[config.mk]
export PLATFORM = sky130hd
export DESIGN_NAME = can_chan_mode_ctrl
export DESIGN_NICKNAME = d
export VERILOG_FILES = /design/src/rtl/can_chmode_pkg.sv /design/src/rtl/can_run_counter.sv /design/src/rtl/can_sticky_flag.sv /design/src/rtl/can_chan_mode_ctrl.sv
export SDC_FILE = /design/constraint.sdc
export NUM_CORES = 1
export LEC_CHECK = 0
export ABC_CLOCK_PERIOD_IN_PS = 5000
export BUFFER_PORTS_ARGS = -buffer_cell sky130_fd_sc_hd__buf_2
export CAP_MARGIN = 0
export CORE_MARGIN = 2
export CORE_UTILIZATION = 30
export CTS_CLUSTER_DIAMETER = 200
export DETAILED_ROUTE_END_ITERATION = 8
export PLACE_DENSITY_LB_ADDON = 0.25
export SYNTH_ARGS = -nofsm -noshare
export SYNTH_HDL_FRONTEND = slang
export SYNTH_HIERARCHICAL = 1
export SYNTH_SLANG_ARGS = --single-unit
[constraint.sdc]
create_clock -name clk -period 5 [get_ports clk]
set_input_delay 0.5 -clock clk [delete_from_list [all_inputs] [get_ports clk]]
set_output_delay 0.5 -clock clk [all_outputs]
set_load 0.05 [all_outputs]
[src/rtl/can_chmode_pkg.sv]
package can_chmode_pkg;

    typedef enum logic [1:0] {
        MD_COMM  = 2'b00,
        MD_RESET = 2'b01,
        MD_HALT  = 2'b10,
        MD_STOP  = 2'b11
    } chan_mode_e;

    typedef enum logic [1:0] {
        POL_STD        = 2'b00,
        POL_AUTO_HALT  = 2'b01,
        POL_HALT_AFTER = 2'b10,
        POL_SW_HALT    = 2'b11
    } rec_pol_e;

    typedef struct packed {
        chan_mode_e mode;
        chan_mode_e req;
        logic       busoff;
        logic       ready;
        logic       irq;
        logic       eclr;
    } chan_state_t;

endpackage

[src/rtl/can_run_counter.sv]
module can_run_counter #(
    parameter int RUN_COUNT = 128
) (
    input  logic clk,
    input  logic rst_n,
    input  logic clr,
    input  logic inc,
    output logic last
);
    localparam int W = $clog2(RUN_COUNT);

    logic [W-1:0] cnt_d, cnt_q;

    always_comb begin
        cnt_d = cnt_q;
        if (clr)      cnt_d = '0;
        else if (inc) cnt_d = cnt_q + 1'b1;
    end

    always_ff @(posedge clk or negedge rst_n) begin
        if (!rst_n) cnt_q <= '0;
        else        cnt_q <= cnt_d;
    end

    assign last = (cnt_q == W'(RUN_COUNT - 1));
endmodule

[src/rtl/can_sticky_flag.sv]
module can_sticky_flag (
    input  logic clk,
    input  logic rst_n,
    input  logic set,
    input  logic clr,
    output logic q
);
    logic flag_d, flag_q;

    always_comb begin
        flag_d = flag_q;
        if (clr) flag_d = 1'b0;
        if (set) flag_d = 1'b1;
    end

    always_ff @(posedge clk or negedge rst_n) begin
        if (!rst_n) flag_q <= 1'b0;
        else        flag_q <= flag_d;
    end

    assign q = flag_q;
endmodule

[src/rtl/can_chan_mode_ctrl.sv]
module can_chan_mode_ctrl
    import can_chmode_pkg::*;
#(
    parameter int RUN_COUNT = 128
) (
    input  logic       clk,
    input  logic       rst_n,
    input  logic       sw_wr,
    input  logic [1:0] sw_code,
    input  logic       sw_stop,
    input  logic [1:0] policy,
    input  logic       force_rec,
    input  logic       busoff_in,
    input  logic       run11,
    input  logic       flag_clr,
    output logic [1:0] mode,
    output logic       comm_ready,
    output logic       rec_flag,
    output logic       rec_irq,
    output logic       err_clr
);
    chan_state_t d, q;
    logic        cnt_clr, cnt_inc, cnt_last, cnt_done, flag_set;
    chan_mode_e  code;
    rec_pol_e    pol;

    assign code     = chan_mode_e'(sw_code);
    assign pol      = rec_pol_e'(policy);
    assign cnt_inc  = q.busoff && run11 && (q.mode == MD_COMM);
    assign cnt_done = cnt_inc && cnt_last;

    can_run_counter #(.RUN_COUNT(RUN_COUNT)) u_runs (
        .clk  (clk),
        .rst_n(rst_n),
        .clr  (cnt_clr),
        .inc  (cnt_inc),
        .last (cnt_last)
    );

    can_sticky_flag u_flag (
        .clk  (clk),
        .rst_n(rst_n),
        .set  (flag_set),
        .clr  (flag_clr),
        .q    (rec_flag)
    );

    always_comb begin
        d        = q;
        d.irq    = 1'b0;
        d.eclr   = 1'b0;
        cnt_clr  = 1'b0;
        flag_set = 1'b0;
        unique case (q.mode)
            MD_STOP: begin
                if (sw_wr && !sw_stop && code == MD_RESET) begin
                    d.mode = MD_RESET;
                    d.req  = MD_RESET;
                end
            end
            MD_RESET: begin
                if (sw_wr) begin
                    if (sw_stop) begin
                        d.mode = MD_STOP;
                    end else if (code == MD_COMM || code == MD_HALT) begin
                        d.mode  = code;
                        d.req   = code;
                        d.ready = 1'b0;
                    end
                end
            end
            MD_HALT: begin
                if (sw_wr && !sw_stop && (code == MD_COMM || code == MD_RESET)) begin
                    d.mode  = code;
                    d.req   = code;
                    d.ready = 1'b0;
                end
            end
            default: begin
                if (sw_wr && !sw_stop && code != MD_STOP) begin
                    // software write wins over any automatic action this cycle
                    d.req = code;
                    if (code == MD_RESET) begin
                        d.mode   = MD_RESET;
                        d.busoff = 1'b0;
                        d.ready  = 1'b0;
                        cnt_clr  = 1'b1;
                    end else if (code == MD_HALT) begin
                        if (!q.busoff) begin
                            d.mode  = MD_HALT;
                            d.ready = 1'b0;
                        end else if (pol == POL_SW_HALT) begin
                            d.mode   = MD_HALT;
                            d.busoff = 1'b0;
                            d.ready  = 1'b0;
                            d.eclr   = 1'b1;
                            cnt_clr  = 1'b1;
                        end
                    end
                    if (d.mode == MD_COMM && busoff_in && !q.busoff) begin
                        d.busoff = 1'b1;
                        d.ready  = 1'b0;
                        cnt_clr  = 1'b1;
                    end
                end else if (q.busoff) begin
                    if (force_rec && pol == POL_STD) begin
                        d.busoff = 1'b0;
                        d.ready  = 1'b0;
                        d.eclr   = 1'b1;
                        cnt_clr  = 1'b1;
                    end else if (cnt_done) begin
                        d.busoff = 1'b0;
                        d.eclr   = 1'b1;
                        cnt_clr  = 1'b1;
                        if (pol != POL_AUTO_HALT) begin
                            flag_set = 1'b1;
                            d.irq    = 1'b1;
                        end
                        if (q.req == MD_HALT) begin
                            d.mode  = MD_HALT;
                            d.ready = 1'b0;
                        end else begin
                            d.ready = 1'b1;
                        end
                    end
                end else if (busoff_in) begin
                    d.busoff = 1'b1;
                    d.ready  = 1'b0;
                    cnt_clr  = 1'b1;
                    if (q.req == MD_COMM && pol == POL_AUTO_HALT) begin
                        d.mode   = MD_HALT;
                        d.req    = MD_HALT;
                        d.busoff = 1'b0;
                        d.eclr   = 1'b1;
                    end else if (q.req == MD_COMM && pol == POL_HALT_AFTER) begin
                        d.req = MD_HALT;
                    end
                end else if (run11) begin
                    d.ready = 1'b1;
                end
            end
        endcase
    end

    always_ff @(posedge clk or negedge rst_n) begin
        if (!rst_n) begin
            q.mode   <= MD_STOP;
            q.req    <= MD_RESET;
            q.busoff <= 1'b0;
            q.ready  <= 1'b0;
            q.irq    <= 1'b0;
            q.eclr   <= 1'b0;
        end else begin
            q <= d;
        end
    end

    assign mode       = q.mode;
    assign comm_ready = q.ready;
    assign rec_irq    = q.irq;
    assign err_clr    = q.eclr;
endmodule

==> run_results.csv <==
group,metric,value,unit
synthesis,synth_area_per_cell,8.98,um2
power,vdd_drop_max,148,uV
setup_path,cp-start-kind,"register",
timing,tightest_slew,0.665,ns
clock_tree,cts_sinks,16,
floorplan,die_w,71.0,um
job,max_cap_viol_count,0,
detailed_routing,drtPass1Iterations,4,
timing,fmax,434,MHz
synthesis,synth_xor_area_share,3.25,%
timing,drv_slew,0,
clock_tree,cts_root_buf,"clkbuf_8",
detailed_routing,finalWirelength,3010,um
clock_tree,cts_inserted_buffers,3,
layout,fin_util,34.7,%
detailed_routing,detail_route.vias_per_cell,5.41,
detailed_routing,ant_nets,0,
clock_tree,cts_max_level,1,
setup_path,critical_path_class,"register to register",
layout,drive_above_1_share,24.4,%
grt,grt_pass1_wl,5290,um
timing,hold-worst-slack,0.152,ns
power,power_density,474,mW/mm2
grt,grt-ovfl-total,0,
layout,diodes,0,
synthesis,synthTopCellsByArea,"dfrtp_1 (24%), ha_1 (9.3%), dfstp_2 (5.9%)",
timing,fin_worst_skew,0.00316,ns
synthesis,synth_edf_count,0,
timing,final.setup.tns,0,ns
floorplan,dieArea,0.00504,mm2
timing,hold_viol_final,0,
placement,place_inst,212,
grt,grt.total_usage,13.0,%
clock_tree,cts_hold_buf,0,
detailed_routing,wire_per_inst,13.9,um
synthesis,ys_types,51,
floorplan,boundaryPins,18,
synthesis,synth_top_family_by_area,"simple AND/OR/NAND/NOR gates",
setup_path,max_stage_delay,0.58,ns
grt,first_global_vias,1144,
clock_tree,clkSlewWorstSetupHoldPaths,0.06,ns
synthesis,synth-compound-area-share,19.1,%
timing,setup_viol,0,
placement,hpwl,2360,um
floorplan,rows,24,
run_status,run_status,"finished clean",
clock_tree,clock_latency,0.25,ns
floorplan,initial_core_util,31.1,%
grt,antenna_found_initial,0,
layout,stdcell_count,216,
setup_path,path_cells,"inv_1 > ha_1 > or2_4 > a2111o_1 > o2111ai_2 > mux2_2",
synthesis,yosys.area_share.simple,27.4,%
detailed_routing,drc_errors,0,
synthesis,synth-seq-cells,16,
synthesis,synth.top_cell.area_share,24.2,%
setup_path,path_max_fanout,7,
worst_hold_path,hold_path.class,"input pin to asynchronous set/reset pin",
timing,period_needed,2.31,ns
timing,rsz0062_at_grt,"no",
clock_tree,cts_resized,0,
timing,max_slew_margin,54.5,%
detailed_routing,vias,1169,
setup_path,cp.arrival,2.49,ns
layout,fillers,467,
floorplan,die_y,71.0,um
floorplan,core,0.00432,mm2
detailed_routing,drtIter0Drc,37,
setup_path,path_delay_family,"compound AO/OA/AOI/OAI gates",
clock_tree,cts_setup_buffers,0,
synthesis,syn_area,0.00135,mm2
clock_tree,cts_tree,"yes",
synthesis,synth_seq_area_share,30.0,%
power,power.leakage,0.676,nW
synthesis,ys_warn_count,6,
synthesis,synth.largest_area_cell,"dfrtp_1",
grt,grt_max_degree,17,
synthesis,synthAdderAreaFrac,9.29,%
layout,num-nets-final,187,
setup_path,path_buf_inv,1,
synthesis,synth_mux_area_share,4.93,%
layout,area_delta_synth_final,11.5,%
timing,fin_crit_sh,46.1,%
synthesis,postSynthCellCount,150,
setup_path,required,5.18,ns
placement,io_buffers,17,
synthesis,synthArstFlopShare,100,%
placement,gp_congestion,0.891,
setup_path,critPathCaptureType,"register",
setup_path,slowest_stage,"dfstp_2",
layout,fin_area,0.00150,mm2
synthesis,synth_fp_nets,172,
synthesis,synth_flop_cell,"dfrtp_1",
clock_tree,cts_max_path_buffers,2,
placement,place_area,0.00145,mm2
cell usage after synthesis, drive strengths merged, types with 2 or more instances:
cell type / instances
nand2: 14
nor2: 14
dfrtp: 13
ha: 10
o21ai: 10
inv: 8
a21oi: 6
nor3: 6
buf: 5
mux2: 5
nand4: 4
and3: 3
dfstp: 3
nand2b: 3
nand3: 3
o22ai: 3
o31ai: 3
or3: 3
xor2: 3
a2111oi: 2
clkbuf: 2
nor2b: 2
nor4b: 2
o32a: 2
or2: 2
or3b: 2
xnor2: 2
worst register-to-register path, stage by stage (launching register included):
cell and delay (ns):
dfstp_2 0.58, inv_1 0.09, ha_1 0.27, or2_4 0.28, a2111o_1 0.39, o2111ai_2 0.26
mux2_2 0.36
layout by cell type, fill, tap and decap left out, drive strengths merged, types with 3 or more instances in the layout:
cell type   n
a21oi       6
and3        3
buf        17
clkbuf      4
dfrtp      13
dfstp       3
ha         10
inv         8
mux2        5
nand2      14
nand2b      3
nand3       3
nand4       4
nor2       14
nor3        6
o21ai      10
o22ai       3
o31ai       3
or3         3
xor2        3
report_power, final:
part / switching (mW) / total, mW / internal (mW)
logic: 0.226 / 0.389 / 0.163
registers: 0.0416 / 0.209 / 0.167
clock network: 0.0437 / 0.113 / 0.0698
stage by stage:
step / power, mW / worst slack (ns)
global route: 0.776 / 2.56
detailed placement: 0.601 / 2.50
CTS: 0.718 / 2.69
global placement: 0.601 / 2.60
floorplan: 0.524 / 2.86
finish: 0.711 / 2.69
path summary, 6_finish.rpt:
path	start	end	slack, ns	cells past startpoint
worst max-delay path	mode[1]	mode[0]	2.69	6
max in group asynchronous	rst_n	mode[0]	4.55	1
worst min-delay path	rst_n	u_runs/cnt_q[3]	0.15	1
min in group clk	u_flag/q	u_flag/q	0.47	1
worst min register to register	u_flag/q	u_flag/q	0.47	1
worst max register to register	mode[1]	mode[0]	2.69	6
final cells by class:
cell class                      count  area, um2  share of cell area (%)
Multi-Input combinational cell    119        862                    57.4
Sequential cell                    16        404                    26.9
Timing Repair Buffer               17       85.1                    5.67
Tap cell                           52       65.1                    4.33
Clock buffer                        4       55.1                    3.67
Inverter                            8       30.0                    2.00
per-layer routing:
layer,wire length [um],up-vias,GRT usage (%)
met4,54,0,6.08
met1,1400,553,17.6
li1,-,576,-
met2,1430,36,20.7
met3,135,4,1.42
met5,0,-,0
state kept, by name, summed over array words and instances (netlist names):
register,cells
comm_ready,1
err_clr,1
mode,2
q,3
rec_irq,1
u_flag/q,1
u_runs/cnt_q,7
cell families after synthesis:
group / after synthesis
AND/OR/NAND/NOR: 62
AO/OA/AOI/OAI: 36
flip-flops: 16
buffers and inverters: 15
adder cells (fa/ha/maj): 10
multiplexers: 6
XOR/XNOR: 5
No activity file was read; power rests on OpenSTA's default activity.
